File: src/rtl/srx_pkg.sv
package srx_pkg;
  localparam int unsigned SRX_DATA_BITS = 16;
  localparam int unsigned SRX_FLAG_BITS = 2;

  typedef struct packed {
    logic lrck;
    logic sdata;
    logic ef;
    logic cflg;
  } srx_lane_t;

  localparam int unsigned SRX_LANE_W = $bits(srx_lane_t);
endpackage

File: src/rtl/srx_pin_sync.sv
module srx_pin_sync
  import srx_pkg::*;
#(
  parameter int unsigned SYNC_STAGES = 2
) (
  input  logic      clk,
  input  logic      rst_n,
  input  logic      sclk_inv,
  input  logic      sclk_pin,
  input  srx_lane_t lane_pin,
  output logic      samp_stb,
  output srx_lane_t lane_s
);
  localparam int unsigned VW = SRX_LANE_W + 1;

  logic [VW-1:0] pin_vec;
  assign pin_vec = {sclk_pin, lane_pin};

  for (genvar g = 0; g < SYNC_STAGES; g++) begin : g_stage
    logic [VW-1:0] d;
    logic [VW-1:0] q;
    if (g == 0) begin : g_first
      assign d = pin_vec;
    end else begin : g_next
      assign d = g_stage[g-1].q;
    end
    always_ff @(posedge clk or negedge rst_n) begin
      if (!rst_n) q <= '0;
      else        q <= d;
    end
  end

  logic [VW-1:0] sync_vec;
  logic          sclk_s;
  logic          sclk_d_q;
  logic          sclk_d_n;

  assign sync_vec = g_stage[SYNC_STAGES-1].q;
  assign sclk_s   = sync_vec[VW-1] ^ sclk_inv;
  assign lane_s   = srx_lane_t'(sync_vec[SRX_LANE_W-1:0]);

  // Next-state: remember the polarity-corrected bit clock.
  always_comb begin
    sclk_d_n = sclk_s;
  end

  // Reset to 1 so a rising edge needs a low level seen after reset first.
  always_ff @(posedge clk or negedge rst_n) begin
    if (!rst_n) sclk_d_q <= 1'b1;
    else        sclk_d_q <= sclk_d_n;
  end

  assign samp_stb = sclk_s & ~sclk_d_q;
endmodule

File: src/rtl/srx_framer.sv
module srx_framer #(
  parameter int unsigned DATA_BITS = 16
) (
  input  logic clk,
  input  logic rst_n,
  input  logic samp_stb,
  input  logic lrck,
  output logic take_msb,
  output logic take_bit,
  output logic take_lsb
);
  localparam int unsigned CW = $clog2(DATA_BITS + 1);
  localparam logic [CW-1:0] CNT_DONE = CW'(DATA_BITS);
  localparam logic [CW-1:0] CNT_LAST = CW'(DATA_BITS - 1);

  logic          primed_q, primed_n;
  logic          lrck_prev_q, lrck_prev_n;
  logic [CW-1:0] cnt_q, cnt_n;
  logic          lr_change;

  assign lr_change = primed_q && (lrck != lrck_prev_q);
  assign take_msb  = samp_stb && lr_change;
  assign take_bit  = samp_stb && primed_q && !lr_change && (cnt_q < CNT_DONE);
  assign take_lsb  = take_bit && (cnt_q == CNT_LAST);

  always_comb begin
    primed_n    = primed_q;
    lrck_prev_n = lrck_prev_q;
    cnt_n       = cnt_q;
    if (samp_stb) begin
      primed_n    = 1'b1;
      lrck_prev_n = lrck;
      if (!primed_q)     cnt_n = CNT_DONE;
      else if (take_msb) cnt_n = CW'(1);
      else if (take_bit) cnt_n = cnt_q + CW'(1);
    end
  end

  always_ff @(posedge clk or negedge rst_n) begin
    if (!rst_n) begin
      primed_q    <= 1'b0;
      lrck_prev_q <= 1'b0;
      cnt_q       <= CNT_DONE;
    end else if (samp_stb) begin
      primed_q    <= primed_n;
      lrck_prev_q <= lrck_prev_n;
      cnt_q       <= cnt_n;
    end
  end
endmodule

File: src/rtl/srx_packer.sv
module srx_packer
  import srx_pkg::*;
#(
  parameter int unsigned DATA_BITS = 16
) (
  input  logic                              clk,
  input  logic                              rst_n,
  input  logic                              flag_en,
  input  logic                              take_msb,
  input  logic                              take_bit,
  input  logic                              take_lsb,
  input  srx_lane_t                         lane,
  output logic                              rx_valid,
  output logic [DATA_BITS+SRX_FLAG_BITS-1:0] rx_word,
  output logic                              rx_right
);
  localparam int unsigned WW = DATA_BITS + SRX_FLAG_BITS;

  logic [DATA_BITS-2:0] shift_q, shift_n;
  logic                 ef_msb_q, ef_msb_n;
  logic                 chan_q, chan_n;
  logic                 valid_q, valid_n;
  logic [WW-1:0]        word_q, word_n;
  logic                 right_q, right_n;
  logic [SRX_FLAG_BITS-1:0] flags;
  logic                 shift_en;

  assign shift_en = take_msb || take_bit;
  assign flags    = flag_en ? {ef_msb_q | lane.ef, lane.cflg} : '0;

  always_comb begin
    shift_n  = shift_q;
    ef_msb_n = ef_msb_q;
    chan_n   = chan_q;
    if (take_msb) begin
      shift_n  = {{(DATA_BITS-2){1'b0}}, lane.sdata};
      ef_msb_n = lane.ef;
      chan_n   = lane.lrck;
    end else if (take_bit) begin
      shift_n  = {shift_q[DATA_BITS-3:0], lane.sdata};
    end
  end

  always_comb begin
    valid_n = take_lsb;
    word_n  = word_q;
    right_n = right_q;
    if (take_lsb) begin
      word_n  = {shift_q, lane.sdata, flags};
      right_n = chan_q;
    end
  end

  always_ff @(posedge clk or negedge rst_n) begin
    if (!rst_n) begin
      shift_q  <= '0;
      ef_msb_q <= 1'b0;
      chan_q   <= 1'b0;
    end else if (shift_en) begin
      shift_q  <= shift_n;
      ef_msb_q <= ef_msb_n;
      chan_q   <= chan_n;
    end
  end

  always_ff @(posedge clk or negedge rst_n) begin
    if (!rst_n) valid_q <= 1'b0;
    else        valid_q <= valid_n;
  end

  always_ff @(posedge clk or negedge rst_n) begin
    if (!rst_n) begin
      word_q  <= '0;
      right_q <= 1'b0;
    end else if (take_lsb) begin
      word_q  <= word_n;
      right_q <= right_n;
    end
  end

  assign rx_valid = valid_q;
  assign rx_word  = word_q;
  assign rx_right = right_q;
endmodule

File: src/rtl/serial_flag_rx.sv
module serial_flag_rx
  import srx_pkg::*;
#(
  parameter int unsigned DATA_BITS   = SRX_DATA_BITS,
  parameter int unsigned SYNC_STAGES = 2
) (
  input  logic                               clk,
  input  logic                               rst_n,
  input  logic                               flag_en,
  input  logic                               sclk_inv,
  input  logic                               sclk_pin,
  input  logic                               lrck_pin,
  input  logic                               sdata_pin,
  input  logic                               ef_pin,
  input  logic                               cflg_pin,
  output logic                               rx_valid,
  output logic [DATA_BITS+SRX_FLAG_BITS-1:0] rx_word,
  output logic                               rx_right
);
  srx_lane_t lane_pin;
  srx_lane_t lane_s;
  logic      samp_stb;
  logic      take_msb, take_bit, take_lsb;

  assign lane_pin = '{lrck: lrck_pin, sdata: sdata_pin, ef: ef_pin, cflg: cflg_pin};

  srx_pin_sync #(.SYNC_STAGES(SYNC_STAGES)) u_sync (
    .clk      (clk),
    .rst_n    (rst_n),
    .sclk_inv (sclk_inv),
    .sclk_pin (sclk_pin),
    .lane_pin (lane_pin),
    .samp_stb (samp_stb),
    .lane_s   (lane_s)
  );

  srx_framer #(.DATA_BITS(DATA_BITS)) u_framer (
    .clk      (clk),
    .rst_n    (rst_n),
    .samp_stb (samp_stb),
    .lrck     (lane_s.lrck),
    .take_msb (take_msb),
    .take_bit (take_bit),
    .take_lsb (take_lsb)
  );

  srx_packer #(.DATA_BITS(DATA_BITS)) u_packer (
    .clk      (clk),
    .rst_n    (rst_n),
    .flag_en  (flag_en),
    .take_msb (take_msb),
    .take_bit (take_bit),
    .take_lsb (take_lsb),
    .lane     (lane_s),
    .rx_valid (rx_valid),
    .rx_word  (rx_word),
    .rx_right (rx_right)
  );
endmodule

File: config.mk
export PLATFORM = sky130hd
export DESIGN_NAME = serial_flag_rx
export DESIGN_NICKNAME = d
export VERILOG_FILES = /design/src/rtl/srx_pkg.sv /design/src/rtl/srx_pin_sync.sv /design/src/rtl/srx_framer.sv /design/src/rtl/srx_packer.sv /design/src/rtl/serial_flag_rx.sv
export SDC_FILE = /design/constraint.sdc
export NUM_CORES = 1
export LEC_CHECK = 0
export CORE_MARGIN = 3
export CORE_UTILIZATION = 35
export CTS_CLUSTER_SIZE = 24
export DETAILED_ROUTE_END_ITERATION = 12
export SLEW_MARGIN = 10
export SYNTH_ARGS = -nofsm -noshare
export SYNTH_HDL_FRONTEND = slang
export SYNTH_SLANG_ARGS = --single-unit
export TNS_END_PERCENT = 30
File: constraint.sdc
create_clock -name clk -period 4.95 [get_ports clk]
set_clock_uncertainty 0.15 [all_clocks]
set_input_delay 0.495 -clock clk [delete_from_list [all_inputs] [get_ports clk]]
set_output_delay 0.495 -clock clk [all_outputs]
set_load 0.005 [all_outputs]
# [After elaboration in Yosys (flattened, before gate mapping)]
# Cells that the tools add are included.
[totals] out_inout_bits=20 regBits=55 wordCells=39 input_bits=9
[op_classes] n_eq_ne=3 bitwise_logic=4 addsub=1 reduce_logical=12 order_cmp=1 muxes=6
[op_table] cell="$mux 15" count=2
[op_table] cell="$mux 5" count=3
[op_table] cell="$logic_and 1x1->1" count=6
[op_table] cell="$reduce_and 2->1" count=3
[op_table] cell="$add 5x1->5 const B" count=1
[op_table] cell="$eq 5x4->1 const B" count=1
[op_table] cell="$lt 5x5->1 const B" count=1
[op_table] cell="$ne 3x1->1 const B" count=1
[op_table] cell="$mux 2" count=1
[op_table] cell="$reduce_bool 2->1" count=1
[op_table] cell="$and 1x1->1" count=1
[op_table] cell="$logic_not 1->1" count=1
[op_table] cell="$logic_or 1x1->1" count=1
[op_table] cell="$ne 1x1->1" count=1
[op_table] cell="$not 1->1" count=1
[op_table] cell="$or 1x1->1" count=1
[op_table] cell="$xor 1x1->1" count=1

# [Longest topological paths before layout]
# Gate-level depths: netlist (run 1).
[depth] ltp_word=8 mapped_depth=7

# [By module]
# A second synthesis (run 1) with hierarchy kept.
[unflattened] cells_unflattened=157 area_unflattened_um2=2190.9
[modules_own_cells] module="srx_packer" cells_each=98 area_per_inst_um2=1447.6 instances=1 seq_area_each_um2=925.9
[modules_own_cells] module="srx_framer" cells_each=42 area_per_inst_um2=419.2 instances=1 seq_area_each_um2=176.4
[modules_own_cells] module="srx_pin_sync" cells_each=17 area_per_inst_um2=324.1 instances=1 seq_area_each_um2=276.5

# [Worst setup path before layout (run 1)]
# Ideal clock, no wire load.
[synth_timing] kind="register to register" from="register u_framer.cnt_q[0]" to="register u_packer.right_q (netlist: u_packer.rx_right)" period_less_slack_ns=1.911 arrival_time_ns=1.637 required_ns=4.675 setup_time_ns=0.125 path_slack_ns=3.039 stages_incl_launch_ff=8 cell_sequence="dfrtp_1 -> ha_1 -> and3_1 -> ha_1 -> nor2b_1 -> nand4_1 -> buf_4 -> mux2_2"
[synth_between] elab_chain_cells=3
[synth_lines] element="start, declared" line_no="srx_framer.sv:18" text="logic [CW-1:0] cnt_q, cnt_n;"
[synth_lines] element="start signal, assigned" line_no="srx_framer.sv:47" text="cnt_q <= cnt_n;"
[synth_lines] element="$lt 5x5->1" line_no="srx_framer.sv:23" text="assign take_bit = samp_stb && primed_q && !lr_change && (cnt_q < CNT_DONE);"
[synth_lines] element="$logic_and 1x1->1" line_no="srx_framer.sv:23"
[synth_lines] element="$logic_and 1x1->1 (*)" line_no="srx_framer.sv:24" text="assign take_lsb = take_bit && (cnt_q == CNT_LAST);"
[synth_lines] element="end signal, assigned" line_no="srx_packer.sv:77" text="right_q <= right_n;"
[synth_lines] element="end, declared" line_no="srx_packer.sv:24" text="logic right_q, right_n;"
# Every way passes the cells marked *; elsewhere a longest branch is shown, timed or not.
# A chain may end at the register's enable or synchronous reset.

# [Worst setup path after layout (run 1)]
[layout_timing] from="input port sclk_inv" to="register u_packer.word_q[10] (netlist: u_packer.rx_word[10])"
[layout_between] elab_chain_cells=6
[layout_lines] element="start, declared" line_no="serial_flag_rx.sv:10" text="input logic sclk_inv,"
[layout_lines] element="$xor 1x1->1" line_no="srx_pin_sync.sv:39" text="assign sclk_s = sync_vec[VW-1] ^ sclk_inv;"
[layout_lines] element="named net u_sync.sclk_d_n" line_no="srx_pin_sync.sv:36" text="logic sclk_d_n;"
[layout_lines] element="$and 1x1->1" line_no="srx_pin_sync.sv:53" text="assign samp_stb = sclk_s & ~sclk_d_q;"
[layout_lines] element="$logic_and 1x1->1 (3 in series)" line_no="srx_framer.sv:23"
[layout_lines] element="$logic_and 1x1->1" line_no="srx_framer.sv:24"
[layout_lines] element="end signal, assigned" line_no="srx_packer.sv:76" text="word_q <= word_n;"
[layout_lines] element="end, declared" line_no="srx_packer.sv:23" text="logic [WW-1:0] word_q, word_n;"
# The timed path passes the listed nets, and every way through them passes these cells.

==> flow_summary.yaml, run 1 <==
sta:
  worst_pin_slew_ps: 894.0
  finalCritPeriodShare_pct: 61.74
  relSlewSlack_pct: 39.97
  rsz0062_at_grt: "false"
  tns_ps: 0
  fmax_mhz: 327.2
  min_period_ps: 3056
  finalHoldViolCount: 0
  finalSetupViolations: 0
  slew_violations: 0
layout:
  layout-drive-gt1-share_pct: 17.55
  nets: 198
  post-route-util_pct: 44.84
  final_area_um2: 2575
  antennaDiodeCount: 0
  area_growth_pct: 19.30
worst_setup_path:
  crit_fanout: 14
  path_class: "input port to flop"
  reg2reg_depth: 5
  r2r_slack_ps: 2140
  cp-start-kind: "input port"
  r2r_start: "u_sync.g_stage[1].q[4]$_DFF_PN0_"
  r2r_end: "u_packer.rx_word[10]$_DFFE_PN0P_"
  cp.required_ps: 4990
  critPathLaunch: "sclk_inv"
  critPathArrivalTime_ps: 3090
  critPathCaptureType: "flop"
cts:
  cts_root_buffer: "clkbuf_8"
  htree_levels: 2
  cts_tree: "built"
  cts-resized-gates: 0
  clkSlewWorstSetupHoldPaths_ps: 90
  cts_hold_buf: 0
  post_cts_buffers: 0
  cts.sinks: 55
  cts_made_buffers: 5
  cts_buffer_depth: 2
  clock_latency_ps: 300
placed_design:
  io_buffers: 28
  placed_area_um2: 2495
  gp_congestion: 0.8462
  dp_hpwl_um: 2522
outcome:
  status: "completed"
routing:
  vias: 1306
  via_per_inst: 5.023
  dr.pass1.iters: 4
  drc: 0
  drt_first_iter_violations: 102
  wl_um: 3632
  drtAntennaViolNets: 0
  avgRoutedWirePerCell_um: 13.97
synth:
  synth_cells: 158
  yosys-top-cells-count: "dfrtp_1 (53), inv_1 (26), mux2_2 (20), o32ai_1 (16)"
  synth_flop_cell: "dfrtp_1"
  ys_top_cells_by_area: "dfrtp_1 (61%), mux2_2 (10%), o32ai_1 (6.5%), inv_1 (4.5%), dfstp_2 (2.4%)"
  synth_seq_cells: 55
  synth_edf_count: 0
  synth_largest_area_cell: "dfrtp_1"
  yosysSeqAreaShare_pct: 63.88
  syn_nets: 169
  synth_top_area_share_pct: 61.45
  synthArstFlopShare_pct: 100.0
  avgSynthCellArea_um2: 13.66
  synth.cell_area_um2: 2158
  ys_types: 33
  yosysWarnings: 0
  yosysMostFrequentCell: "dfrtp_1"
floorplan:
  pin_count: 29
  die_height_um: 84.53
  fp.dieW_um: 84.53
  dieArea_um2: 7144
  fp-row-count: 27
  start_util_pct: 37.58
  coreArea_um2: 5743
global_route:
  grt_max_degree: 56
  grt.total_usage_pct: 11.11
  grt_pass1_vias: 1411
  gr-total-overflow: 0
  antenna_found_initial: 0
  grt_pass1_wl_um: 6444
power:
  clkPwrFrac_pct: 24.0
  p_sw_w: 0.0002771
  power.internal_w: 0.0006813
  seqPwrFrac_pct: 59.5
  swShare_pct: 28.91
  peakVddDrop_v: 0.0001932
  power_density_nw_per_um2: 372.2
  p_leak_nw: 1.157
  pwr-share-comb_pct: 16.5
run:
  cap_violations: 0
worst_hold_path:
  worstHoldPathType: "input port to asynchronous set/reset pin"
-- power by group through the flow --
stage               clock network (W)  logic, W  registers [W]
finish                       0.000230  0.000158       0.000571
global route                 0.000261  0.000177       0.000578
CTS                          0.000241  0.000161       0.000570
detailed placement                  0  0.000159       0.000578
global placement                    0  0.000152       0.000572
floorplan                           0  0.000134       0.000543
-- placed cells by master, fill, tap and decap left out, drive strengths merged, types with 2 or more instances in the layout --
cell            n
a31oi           2
inv            26
mux2i           2
a211oi          2
buf             3
clkbuf          8
o32ai          16
dfrtp          53
mux2           20
nor3            2
xnor2           3
nor2b           2
o21ai           3
nand3           2
clkdlybuf4s50  27
dfstp           2
ha              2
-- critical path, stage by stage --
cell and delay (ps):
clkdlybuf4s50_1 410, xnor2_1 730, inv_1 250, nand4_1 580
buf_4 280, mux2_2 340
-- metrics by stage --
| stage | hold slack [ps] | worst slack, ps | total power [W] | instances |
|---|---|---|---|---|
| CTS | 171.6 | 1838 | 0.0009718 | 260 |
| global route | 213.6 | 1655 | 0.001016 | 260 |
| finish | 140.4 | 1894 | 0.0009584 | 260 |
| global placement | 182.6 | 1622 | 0.0007239 | 252 |
| detailed placement | 187.0 | 1519 | 0.0007377 | 252 |
| floorplan | 49.41 | 3039 | 0.0006772 | 158 |
-- cell type report --
class | instances | area [µm²]
inverter | 26 | 97.59
tap | 72 | 90.09
clock buffer | 8 | 80.08
sequential | 55 | 1379
timing repair buffer | 30 | 290.3
fill | 537 | 3168
multi-input combinational | 69 | 638.1
-- sequential cells by signal, indices dropped and copies added, names as in the netlist --
register and count:
u_packer.rx_word 18, u_packer.rx_valid 1, u_framer.primed_q 1, u_packer.ef_msb_q 1, u_sync.sclk_d_q 1, u_packer.rx_right 1
u_framer.cnt_q 5, u_packer.shift_q 15, u_sync.g_stage.q 10, u_framer.lrck_prev_q 1, u_packer.chan_q 1
-- per-layer routing --
| layer | wire length (µm) | track usage [%] | vias up |
|---|---|---|---|
| met4 | 61 | 4.317 | 0 |
| met3 | 183 | 3.337 | 7 |
| met2 | 1777 | 18.15 | 29 |
| met5 | 0 | 0 | - |
| met1 | 1609 | 13.85 | 658 |
| li1 | - | - | 612 |
-- how the worst max path moves through the flow --
stage | end | cells past startpoint
2_1_floorplan | u_packer.rx_right$_DFFE_PN0P_ | 7
3_3_place_gp | u_packer.rx_word[15]$_DFFE_PN0P_ | 6
3_5_place_dp | u_packer.rx_word[8]$_DFFE_PN0P_ | 6
4_1_cts | u_packer.rx_word[11]$_DFFE_PN0P_ | 6
5_1_grt | u_packer.rx_word[10]$_DFFE_PN0P_ | 6
6_report | u_packer.rx_word[10]$_DFFE_PN0P_ | 6
-- cell families after synthesis --
family	Yosys count	share of synthesized area, %
compound gates	30	11.71
xor+xnor	3	2.087
fa+ha+maj	2	1.159
buf+inv	34	6.550
flops	55	63.88
mux	22	11.36
simple gates	12	3.247
Power figures use the tool's default switching activity.
==> inputs of run 2 (changes only) <==
==> constraint.sdc (replaced) <==
create_clock -name clk -period 3.15 [get_ports clk]
set_clock_uncertainty 0.15 [all_clocks]
set_input_delay 0.315 -clock clk [delete_from_list [all_inputs] [get_ports clk]]
set_output_delay 0.315 -clock clk [all_outputs]
set_load 0.005 [all_outputs]
==> flow_summary.yaml, run 2 (synthesis gave the netlist of run 1 again) <==
power:
  peakVddDrop_v: 0.0003062
  seqPwrFrac_pct: 55.9
  power.internal_w: 0.001153
  swShare_pct: 27.62
  pwr-share-comb_pct: 15.8
  clkPwrFrac_pct: 28.3
  p_leak_nw: 1.186
  power_density_nw_per_um2: 607.4
  p_sw_w: 0.0004400
  power_w: 0.001593
outcome:
  status: "complete, but fails checks"
  violations: "hold timing"
worst_setup_path:
  path_class: "flop to flop"
  crit_fanout: 23
  cp-start-kind: "flop"
  critPathCaptureType: "flop"
  critPathArrivalTime_ps: 2360
  cp.required_ps: 3180
layout:
  final_common_cell: "dfrtp_1"
  multi_input_area_um2: 638.1
  area_growth_pct: 21.51
  layout-drive-gt1-share_pct: 20.00
  largest_reg_flops: 18
  final_area_um2: 2623
  final_cell_mix: "dfrtp_1 (53), clkdlybuf4s50_1 (27), inv_1 (26), mux2_2 (20), o32ai_1 (16)"
  regArea_um2: 1379
  antennaDiodeCount: 0
  nets: 200
  fillers: 544
cts:
  cts_root_buffer: "clkbuf_8"
  cts_tree: "built"
  clock_latency_ps: 300
  cts_buffer_depth: 2
  cts_hold_buf: 0
  htree_levels: 2
  cts.sinks: 55
  clkSlewWorstSetupHoldPaths_ps: 100
  cts_made_buffers: 5
  post_cts_buffers: 0
  cts-resized-gates: 0
floorplan:
  fp-row-count: 27
  fp.dieW_um: 84.53
  die_height_um: 84.53
  dieArea_um2: 7144
  start_util_pct: 37.58
  coreArea_um2: 5743
  pin_count: 29
placed_design:
  dp_hpwl_um: 2437
  placed_area_um2: 2510
  io_buffers: 28
  gp_congestion: 0.7844
sta:
  slew_violations: 0
  tns_ps: 0
  finalCritPeriodShare_pct: 73.74
  relSlewSlack_pct: 55.83
  hold_ws_ps: -25.06
  min_period_ps: 2323
  worst_pin_slew_ps: 662.5
  fmax_mhz: 430.5
  finalSetupViolations: 0
  finalHoldViolCount: 24
  rsz0062_at_grt: "false"
global_route:
  grt.total_usage_pct: 10.44
  grt_max_degree: 56
  grt_pass1_vias: 1335
  gr-total-overflow: 0
  antenna_found_initial: 0
  grt_pass1_wl_um: 6141
routing:
  via_per_inst: 4.950
  drtAntennaViolNets: 0
  avgRoutedWirePerCell_um: 13.39
  wl_um: 3508
  vias: 1297
  dr.pass1.iters: 4
  drt_first_iter_violations: 75
  drc: 0
worst_hold_path:
  worstHoldPathType: "input port to asynchronous set/reset pin"
run:
  cap_violations: 0
## run 2: cell count changes in the layout (fill, tap and decap cells not counted), sizes merged
cell	delta
bufinv	+1
clkbuf	-3
buf	+2
clkinv	+2
## run 2: power by group through the flow
stage	sequential (W)	clock [W]	combinational, W
finish	0.000891	0.000450	0.000252
global route	0.000908	0.000496	0.000287
CTS	0.000891	0.000467	0.000256
detailed placement	0.000904	0	0.000255
global placement	0.000897	0	0.000244
floorplan	0.000853	0	0.000211
## run 2: worst max-delay path, cell delays in order (launching register included)
cell and delay (ps):
dfstp_2 800, inv_1 150, ha_1 210, nor2b_1 120, nand4_1 100, buf_4 280, mux2_2 380
## run 2: per-layer routing
| metal | up-vias | share of wire [%] | global-route usage, % |
|---|---|---|---|
| li1 | 620 | - | - |
| met1 | 642 | 46 | 12.98 |
| met2 | 30 | 48 | 17.86 |
| met3 | 5 | 4.5 | 3.042 |
| met4 | 0 | 0.71 | 2.590 |
| met5 | - | 0 | 0 |
## run 2: layout make-up
| type | count | share of cell area (%) |
|---|---|---|
| tap | 72 | 3.435 |
| clock inverter | 3 | 1.670 |
| sequential | 55 | 52.58 |
| clock buffer | 5 | 2.624 |
| multi-input combinational | 69 | 24.33 |
| timing repair buffer | 32 | 11.64 |
| inverter | 26 | 3.721 |
## run 2: path summary, 6_finish.rpt
kind | start | endpoint | slack (ps) | depth (start not counted)
worst max-delay path | u_framer.cnt_q[4]$_DFFE_PN1P_ | u_packer.rx_word[3]$_DFFE_PN0P_ | 830 | 6
worst min-delay path | rst_n | u_packer.rx_word[16]$_DFFE_PN0P_ | -30 | 2
worst max register to register | u_framer.cnt_q[4]$_DFFE_PN1P_ | u_packer.rx_word[3]$_DFFE_PN0P_ | 830 | 6
worst min register to register | u_sync.g_stage[0].q[1]$_DFF_PN0_ | u_sync.g_stage[1].q[1]$_DFF_PN0_ | 200 | 0
max in group asynchronous | rst_n | u_sync.g_stage[0].q[0]$_DFF_PN0_ | 2420 | 2
min in group clk | u_sync.g_stage[0].q[1]$_DFF_PN0_ | u_sync.g_stage[1].q[1]$_DFF_PN0_ | 200 | 0
## run 2: stage by stage
step	utilization [%]	cells	setup slack (ps)	hold slack [ps]
3_3_place_gp	43.70	254	905.1	183.0
4_1_cts	45.66	262	835.6	7.678
3_5_place_dp	43.70	254	849.5	184.7
5_1_grt	45.66	262	698.8	27.93
2_1_floorplan	-	158	1239	-130.6
6_report	45.66	262	827.1	-25.06
